===== config.mk =====
export PLATFORM = sky130hd
export DESIGN_NAME = byte_shuffle_signfill
export DESIGN_NICKNAME = d
export VERILOG_FILES = /design/src/rtl/byte_shuffle_signfill.sv
export SDC_FILE = /design/constraint.sdc
export NUM_CORES = 1
export LEC_CHECK = 0
export BUFFER_PORTS_ARGS = -buffer_cell sky130_fd_sc_hd__buf_2
export CELL_PAD_IN_SITES_DETAIL_PLACEMENT = 0
export CELL_PAD_IN_SITES_GLOBAL_PLACEMENT = 2
export CORE_MARGIN = 3
export CORE_UTILIZATION = 28
export DETAILED_ROUTE_END_ITERATION = 10
export PLACE_DENSITY_LB_ADDON = 0.1
export SLEW_MARGIN = 40
export SYNTH_ARGS = -nofsm -noshare
export SYNTH_HDL_FRONTEND = slang
export SYNTH_SLANG_ARGS = --single-unit

===== constraint.sdc =====
create_clock -name clk -period 1.7 [get_ports clk]
set_clock_uncertainty 0.05 [all_clocks]
set_input_delay 0.34 -clock clk [delete_from_list [all_inputs] [get_ports clk]]
set_output_delay 0.34 -clock clk [all_outputs]
set_load 0.01 [all_outputs]

===== src/rtl/byte_shuffle_signfill.sv =====
module byte_shuffle_signfill #(
  parameter int CTRL_W     = 32,
  parameter bit REGISTERED = 1'b1
) (
  input  logic              clk,
  input  logic              rst_n,
  input  logic              in_valid,
  input  logic [31:0]       src_a,
  input  logic [31:0]       src_b,
  input  logic [CTRL_W-1:0] ctrl,
  output logic              out_valid,
  output logic [31:0]       result
);

  localparam int LANES = 4;
  localparam int SEL_W = 4;

  logic [63:0] pool;
  logic [31:0] shuffled;

  assign pool = {src_b, src_a};

  for (genvar i = 0; i < LANES; i++) begin : g_lane
    logic [SEL_W-1:0] sel;
    logic [7:0]       picked;
    assign sel    = ctrl[SEL_W*i +: SEL_W];
    assign picked = pool[8*sel[2:0] +: 8];
    assign shuffled[8*i +: 8] = sel[3] ? {8{picked[7]}} : picked;
  end

  if (REGISTERED) begin : g_reg
    logic [31:0] res_q;
    logic        vld_q;

    always_ff @(posedge clk) begin
      if (!rst_n) begin
        res_q <= '0;
        vld_q <= 1'b0;
      end else begin
        vld_q <= in_valid;
        if (in_valid) res_q <= shuffled;
      end
    end

    assign result    = res_q;
    assign out_valid = vld_q;

    a_r8_valid_follows: assert property (@(posedge clk) disable iff (!rst_n)
      in_valid |=> out_valid);
    a_r8_idle_follows: assert property (@(posedge clk) disable iff (!rst_n)
      !in_valid |=> !out_valid);
    a_r9_hold_idle: assert property (@(posedge clk) disable iff (!rst_n)
      (!in_valid && $past(rst_n)) |=> $stable(result));
    a_r2_lane0_pass: assert property (@(posedge clk) disable iff (!rst_n)
      (in_valid && ctrl[3:0] == 4'h0) |=> result[7:0] == $past(src_a[7:0]));

    for (genvar k = 0; k < LANES; k++) begin : g_fill_chk
      a_r3_fill_byte: assert property (@(posedge clk) disable iff (!rst_n)
        (in_valid && ctrl[SEL_W*k+3]) |=>
          (result[8*k +: 8] == 8'h00 || result[8*k +: 8] == 8'hFF));
    end
  end else begin : g_comb
    assign result    = shuffled;
    assign out_valid = in_valid;

    a_r8_comb_valid: assert property (@(posedge clk) disable iff (!rst_n)
      out_valid == in_valid);
    a_r3_comb_fill: assert property (@(posedge clk) disable iff (!rst_n)
      ctrl[3] |-> (result[7:0] == 8'h00 || result[7:0] == 8'hFF));
    a_r2_comb_pass: assert property (@(posedge clk) disable iff (!rst_n)
      ctrl[3:0] == 4'h4 |-> result[7:0] == src_b[7:0]);
    a_r4_comb_lane3: assert property (@(posedge clk) disable iff (!rst_n)
      ctrl[15:12] == 4'h3 |-> result[31:24] == src_a[31:24]);
  end

endmodule


### Word level (Yosys, flattened, before mapping)

Cells that the tools add are included.

* word-level logic and storage cells: 10
* ROM bits: 0
* memories kept: 0
* register bits: 33
* memory bits (writable): 0
* latch bits: 0

* mux-type cells: 4
* bitwise logic cells: 0
* shift-type cells: 4
* add/subtract/negate cells: 0
* div/mod/pow operators: 0
* reductions and logical operators: 0
* magnitude comparators: 0
* equal/unequal tests: 0
* $mul: 0

Operator list (count)
* variable part select 64 x 7 -> 8 bit: 4
* two-way mux 7 bit: 4

### Logic depth before layout (Yosys ltp)

Gate-level depths: netlist of run 1.

* depth after elaboration: 2
* gate-level depth with buffers: 6
* mapped depth without buffers: 4

### Least setup slack after synthesis of run 1

No wires, ideal clock.

* kind: input port to flip-flop
* start point: in ctrl[5]
* end point: reg g_reg.res_q[10], in the netlist result[10]
* stages on the path: 6
* library setup time: 139 ps
* arrival time: 1587 ps
* path buffers: 2
* slack: -75 ps
* cells stage by stage: buf_4 > buf_6 > mux4_2 > mux2_2 > o22ai_1 > nor3b_1

* word-level cells in the longest chain between the ends: 2

Ends and longest elaborated chain
* start: declaration: RTL line 10 `input logic [CTRL_W-1:0] ctrl,`
* variable part select 64 x 7 -> 8 bit: RTL line 27 `assign picked = pool[8*sel[2:0] +: 8];`
* two-way mux 7 bit: RTL line 28 `assign shuffled[8*i +: 8] = sel[3] ? {8{picked[7]}} : picked;`
* end signal: assignment: RTL line 41 `if (in_valid) res_q <= shuffled;`
* end: declaration: RTL line 32 `logic [31:0] res_q;`

Every way passes these cells.
A chain may end at the register's enable or synchronous reset.

### Final worst setup path of run 1

* start point: in ctrl[8]
* end point: reg g_reg.res_q[18], in the netlist result[18]

Same word-level chain as after synthesis.

==> results.sh, run 1 <==
export IMPL_drc_errors=0
export IMPL_reg2reg_depth=2
export IMPL_grt_pass1_vias=2968
export IMPL_htreeDepth=2
export IMPL_cts_hold_buf=0
export IMPL_ys_seq_elements=33
export IMPL_die_area_um2=12800
export IMPL_maxSlewViolCount=0
export IMPL_ys_top_cells_by_area="mux4_2 40%, dfxtp_1 21%, mux2_2 8.8%"
export IMPL_fp_dieW_um=113
export IMPL_max_freq_mhz=635
export IMPL_fillers=1091
export IMPL_synth_most_common_cell="mux4_2"
export IMPL_start_util=0.291
export IMPL_final_hold_viol_count=0
export IMPL_end_kind="flip-flop"
export IMPL_hold_path_class="in2reg"
export IMPL_core_area_um2=11000
export IMPL_grt_overflow_total=0
export IMPL_crit_start="ctrl[8]"
export IMPL_via_per_inst=5.50
export IMPL_fp_row_count=38
export IMPL_io_pins=132
export IMPL_seq_area_um2=661
export IMPL_cts_max_path_buffers=2
export IMPL_leakagePower_nw=1.79
export IMPL_setup_tns_ns=0
export IMPL_path_clk_slew_ns=0.06
export IMPL_synth_top_family_by_area="multiplexers"
export IMPL_synth_top_area_cell="mux4_2"
export IMPL_synth_compound_area_frac=0.0846
export IMPL_cts_buffers=5
export IMPL_async_flop_share=0
export IMPL_routabilityCongestion=0.806
export IMPL_cts_sinks=33
export IMPL_finalNetCount=488
export IMPL_r2r_end="result[5]"
export IMPL_rsz0062_at_grt="no"
export IMPL_wirelength_um=11400
export IMPL_outcome="complete, no violations"
export IMPL_multi_input_area_um2=2390
export IMPL_finalCritPeriodShare=0.927
export IMPL_grt_max_degree=28
export IMPL_synth_ff_type="dfxtp_1"
export IMPL_synth_mux_area_frac=0.551
export IMPL_dp_hpwl_um=8920
export IMPL_netlist_instances=260
export IMPL_synth_xor_area_frac=0
export IMPL_io_buffers=115
export IMPL_antenna_found_initial=1
export IMPL_tightest_slew_ns=0.448
export IMPL_cts_setup_buffers=0
export IMPL_yosysUniqueCellTypes=26
export IMPL_worst_skew_pair_late_latency_ns=0.28
export IMPL_synthToLayoutAreaGrowth_pct=35.1
export IMPL_crit_required_ns=1.80
export IMPL_drive_gt1_frac=0.623
export IMPL_yosysSeqAreaShare=0.206
export IMPL_slew_headroom=0.701
export IMPL_rrSetupSlack_ns=0.95
export IMPL_syn_avg_cell_area_um2=12.3
export IMPL_drt_initial_drc_count=161
export IMPL_yosysWarnings=0
export IMPL_ir_drop_uv=376
export IMPL_grt_pass1_wl_um=17600
export IMPL_syn_area_um2=3210
export IMPL_crit_path_start_kind="primary input"
export IMPL_crit_arrival_ns=1.68
export IMPL_period_minus_slack_ns=1.58
export IMPL_synth_nets=359
export IMPL_synth_common_cells="57 x mux4_2, 33 x dfxtp_1, 25 x mux2_2"
export IMPL_synth_edf_count=0
export IMPL_p_per_area_nw_per_um2=697
export IMPL_vias=2918
export IMPL_die_y_um=113
export IMPL_track_usage=0.181
export IMPL_maxCapViolCount=0
export IMPL_setup_violations_final=0
export IMPL_crit_end="result[18]"
export IMPL_cp_max_fo=7
export IMPL_worstReg2RegStart="result[5]"
export IMPL_routedWlPerCell_um=21.5
export IMPL_synth_top_cell_area_share=0.400
export IMPL_drt_first_pass_iters=4
export IMPL_ant_nets=0
export IMPL_final_util=0.393
export IMPL_cts_tree="yes"
export IMPL_critPathKind="in2reg"
export IMPL_synthAdderAreaFrac=0
export IMPL_synth_simple_area_share=0.106
export IMPL_cts_root_buf="clkbuf_16"
-- registers in the layout (all words and copies together) (netlist names) --
name / flops
out_valid: 1
result: 32
-- metrics by stage --
step | cell area (um2) | setup WS [ns] | hold WS [ns] | instances | total power, mW
floorplan | 3250 | 0.00582 | 0.451 | 260 | 1.52
global placement | 4150 | -0.257 | 0.424 | 522 | 1.94
detailed placement | 4150 | -0.271 | 0.421 | 522 | 1.96
CTS | 4320 | 0.0227 | 0.395 | 530 | 3.05
global route | 4330 | 0.0325 | 0.420 | 531 | 3.16
finish | 4330 | 0.124 | 0.395 | 531 | 3.02
-- logic make-up after synthesis --
group / after synthesis
flip-flops: 33
multiplexers: 102
buffers and inverters: 29
AO/OA/AOI/OAI: 39
AND/OR/NAND/NOR: 57
-- how the worst min path moves through the flow --
stage | cells after the start | startpoint | slack [ns] | endpoint
global route | 2 | in_valid | 0.42 | out_valid
global placement | 2 | result[31] | 0.42 | result[31]
CTS | 2 | in_valid | 0.39 | out_valid
finish | 2 | in_valid | 0.40 | out_valid
detailed placement | 2 | result[31] | 0.42 | result[31]
floorplan | 2 | result[15] | 0.45 | result[15]
-- what timing repair did --
action,in CTS,in global routing
gates resized for setup,0,2
endpoints found under the hold margin,0,0
setup endpoints to repair,0,14
-- cell usage in the layout, fill, tap and decap left out, drive strengths merged --
master   count
mux2i       19
mux4        57
bufinv       1
a22oi        3
o22ai       21
nand3        3
clkbuf       7
nand2b       6
dfxtp       33
diode        1
mux2        26
nor2        10
o21ai        1
a21boi       3
nor2b        7
a2bb2oi      1
a211oi       7
a31oi        2
nor3b       21
nand4        2
nand2        6
nand3b       1
and2         1
a21oi        1
buf        151
-- worst max-delay path, cell delays in order --
cell      delay [ns]
buf_2           0.14
mux2_2          0.34
mux4_2          0.52
o21ai_4         0.26
a211oi_1        0.08
-- cell type report --
type                       instances  area share
sequential                        33       0.152
clock buffer                       7      0.0329
tap                              140      0.0404
antenna                            1    0.000578
multi-input combinational        198       0.551
timing repair buffer             151       0.215
clock inverter                     1     0.00693
-- where the power goes --
| group | switching, mW | internal (mW) | total, mW |
|---|---|---|---|
| logic | 0.478 | 0.573 | 1.05 |
| registers | 0.0356 | 0.844 | 0.880 |
| clock network | 0.355 | 0.733 | 1.09 |
-- per-layer routing --
layer	track usage	vias up	wire length, um
met3	0.0267	2	657
met4	0.0313	0	41
met5	0	-	0
li1	-	1341	-
met1	0.252	1466	5050
met2	0.303	109	5650
No activity file was read; power rests on OpenSTA's default activity.
==> run 2, diff against run 1 <==
==> constraint.sdc (replaced) <==
create_clock -name clk -period 1.3 [get_ports clk]
set_clock_uncertainty 0.05 [all_clocks]
set_input_delay 0.26 -clock clk [delete_from_list [all_inputs] [get_ports clk]]
set_output_delay 0.26 -clock clk [all_outputs]
set_load 0.01 [all_outputs]
==> run 2 against run 1 <==
The run now ends with setup timing left. Sequential power up 33%. Count of clock-buffer cells in the layout fell by 2. Highest routed layer unchanged. Worst hold slack worse by 0.22 ns. Critical endpoint is now result[19]. Wire length up 4.9%. Design area increased by 13%. Clock power grew 7%. Sequential share of layout area decreased by 1.7 points.
==> results.sh, run 2 (synthesis results as in run 1) <==
export IMPL_worstPathCellList="buf_12, mux2_4, mux4_2, o21ai_4, a211oi_1"
export IMPL_fp_row_count=38
export IMPL_drt_first_pass_iters=4
export IMPL_grt_overflow_total=0
export IMPL_reg2reg_depth=2
export IMPL_htreeDepth=2
export IMPL_ant_nets=0
export IMPL_rrSetupSlack_ns=0.54
export IMPL_tightest_slew_ns=0.535
export IMPL_fp_dieW_um=113
export IMPL_placed_area_um2=4290
export IMPL_drt_initial_drc_count=158
export IMPL_ir_drop_uv=448
export IMPL_critPathKind="in2reg"
export IMPL_min_to="out_valid"
export IMPL_start_util=0.291
export IMPL_maxCapViolCount=0
export IMPL_largest_reg_flops=32
export IMPL_drc_errors=0
export IMPL_end_kind="flip-flop"
export IMPL_clkPwrFrac=0.295
export IMPL_maxSlewViolCount=0
export IMPL_cts_tree="yes"
export IMPL_grt_pass1_vias=3227
export IMPL_hold_path_class="in2reg"
export IMPL_rsz0062_at_grt="yes"
export IMPL_holdPathStages=2
export IMPL_cts_buffers=5
export IMPL_cts_hold_buf=0
export IMPL_crit_path_start_kind="primary input"
export IMPL_antennaDiodeCount=0
export IMPL_max_freq_mhz=724
export IMPL_io_pins=132
export IMPL_slew_headroom=0.644
export IMPL_via_per_inst=5.49
export IMPL_netSwitchingPower_mw=1.23
export IMPL_final_cell_mix="109 x buf_2, 57 x mux4_2, 38 x buf_4"
export IMPL_timing_final_ws_setup_ns=-0.0818
export IMPL_slowest_delay_ns=0.52
export IMPL_r2r_end="result[14]"
export IMPL_setup_tns_ns=-0.745
export IMPL_outcome="finished with violations"
export IMPL_worstReg2RegStart="result[14]"
export IMPL_worst_skew_pair_late_latency_ns=0.28
export IMPL_crit_required_ns=1.40
export IMPL_core_area_um2=11000
export IMPL_synthToLayoutAreaGrowth_pct=52.5
export IMPL_finalCritPeriodShare=1.06
export IMPL_path_clk_slew_ns=0.06
export IMPL_violations="setup timing"
export IMPL_dp_hpwl_um=9360
export IMPL_switching_share=0.310
export IMPL_cts_max_path_buffers=2
export IMPL_grt_max_degree=27
export IMPL_cts_sinks=33
export IMPL_combPwrFrac=0.412
export IMPL_cp_slowest_cell="mux4_2"
export IMPL_track_usage=0.188
export IMPL_die_y_um=113
export IMPL_period_minus_slack_ns=1.38
export IMPL_intPower_mw=2.74
export IMPL_cp_max_fo=7
export IMPL_antenna_found_initial=0
export IMPL_finalNetCount=503
export IMPL_p_per_area_nw_per_um2=813
export IMPL_finalInstanceArea_um2=4890
export IMPL_routedWlPerCell_um=21.9
export IMPL_crit_buf_inv=1
export IMPL_drive_gt1_frac=0.736
export IMPL_cts_root_buf="clkbuf_16"
export IMPL_leakagePower_nw=2.08
export IMPL_min_delay_start="rst_n"
export IMPL_routabilityCongestion=0.826
export IMPL_dp_slack_ns=-0.462
export IMPL_grt_pass1_wl_um=18300
export IMPL_final_hold_viol_count=0
export IMPL_io_buffers=115
export IMPL_final_common_cell="buf_2"
export IMPL_wirelength_um=12000
export IMPL_crit_arrival_ns=1.49
export IMPL_die_area_um2=12800
export IMPL_path_delay_family="multiplexers"
export IMPL_vias=2994
export IMPL_setup_violations_final=23
export IMPL_pwr_share_seq=0.293
[run 2: changes by cell type in the layout (fill, tap and decap cells not counted), sizes merged]
cell	delta
buf	+15
bufinv	-1
clkbuf	-2
clkinv	+2
clkinvlp	+1
diode	-1
[run 2: how the worst max path moves through the flow]
stage                  from    endpoint  slack [ns]  cells past startpoint
floorplan           ctrl[8]  result[16]       -0.30                      5
global placement    ctrl[5]  result[11]       -0.44                      6
detailed placement  ctrl[5]  result[11]       -0.46                      6
CTS                 ctrl[8]  result[19]       -0.11                      5
global route        ctrl[8]  result[17]       -0.12                      5
finish              ctrl[8]  result[19]       -0.08                      5
[run 2: what timing repair did]
item | 4_1_cts | 5_1_grt
buffers inserted | 1 | 1
resized for setup | 75 | 10
setup endpoints to repair | 29 | 29
gates cloned | 2 | 0
pin swaps | 8 | 6
[run 2: per-stage QoR]
| step | std cells | utilization | power, mW | hold slack [ns] |
|---|---|---|---|---|
| 2_1_floorplan | 260 | - | 2.01 | 0.375 |
| 3_3_place_gp | 534 | 0.389 | 2.60 | 0.423 |
| 3_5_place_dp | 534 | 0.389 | 2.61 | 0.428 |
| 4_1_cts | 545 | 0.439 | 4.00 | 0.178 |
| 5_1_grt | 545 | 0.444 | 4.17 | 0.216 |
| 6_report | 545 | 0.444 | 3.98 | 0.179 |
[run 2: final cells by class]
class / instances / area [um2]
Timing Repair Buffer: 166 / 1200
Multi-Input combinational cell: 198 / 2720
Sequential cell: 33 / 661
Clock inverter: 3 / 17.5
Clock buffer: 5 / 125
Fill cell: 1053 / 6140
Tap cell: 140 / 175
[run 2: per-layer routing]
layer	wire (um)	global-route usage	vias up
li1	-	-	1362
met1	4890	0.244	1500
met2	6170	0.334	124
met3	801	0.0305	8
met4	87	0.0345	0
met5	0	0	-
[run 2: power groups by stage]
stage | sequential [mW] | combinational [mW] | clock [mW]
after floorplan | 1.21 | 0.795 | 0
after global placement | 1.18 | 1.42 | 0
after detailed placement | 1.18 | 1.43 | 0
after CTS | 1.17 | 1.63 | 1.20
after global routing | 1.18 | 1.75 | 1.24
final | 1.17 | 1.64 | 1.17
[run 2: worst reg2reg max path, stage by stage, from the launching register on]
cell and delay [ns]:
dfxtp_1 0.36, o22ai_2 0.08, nor3b_1 0.19
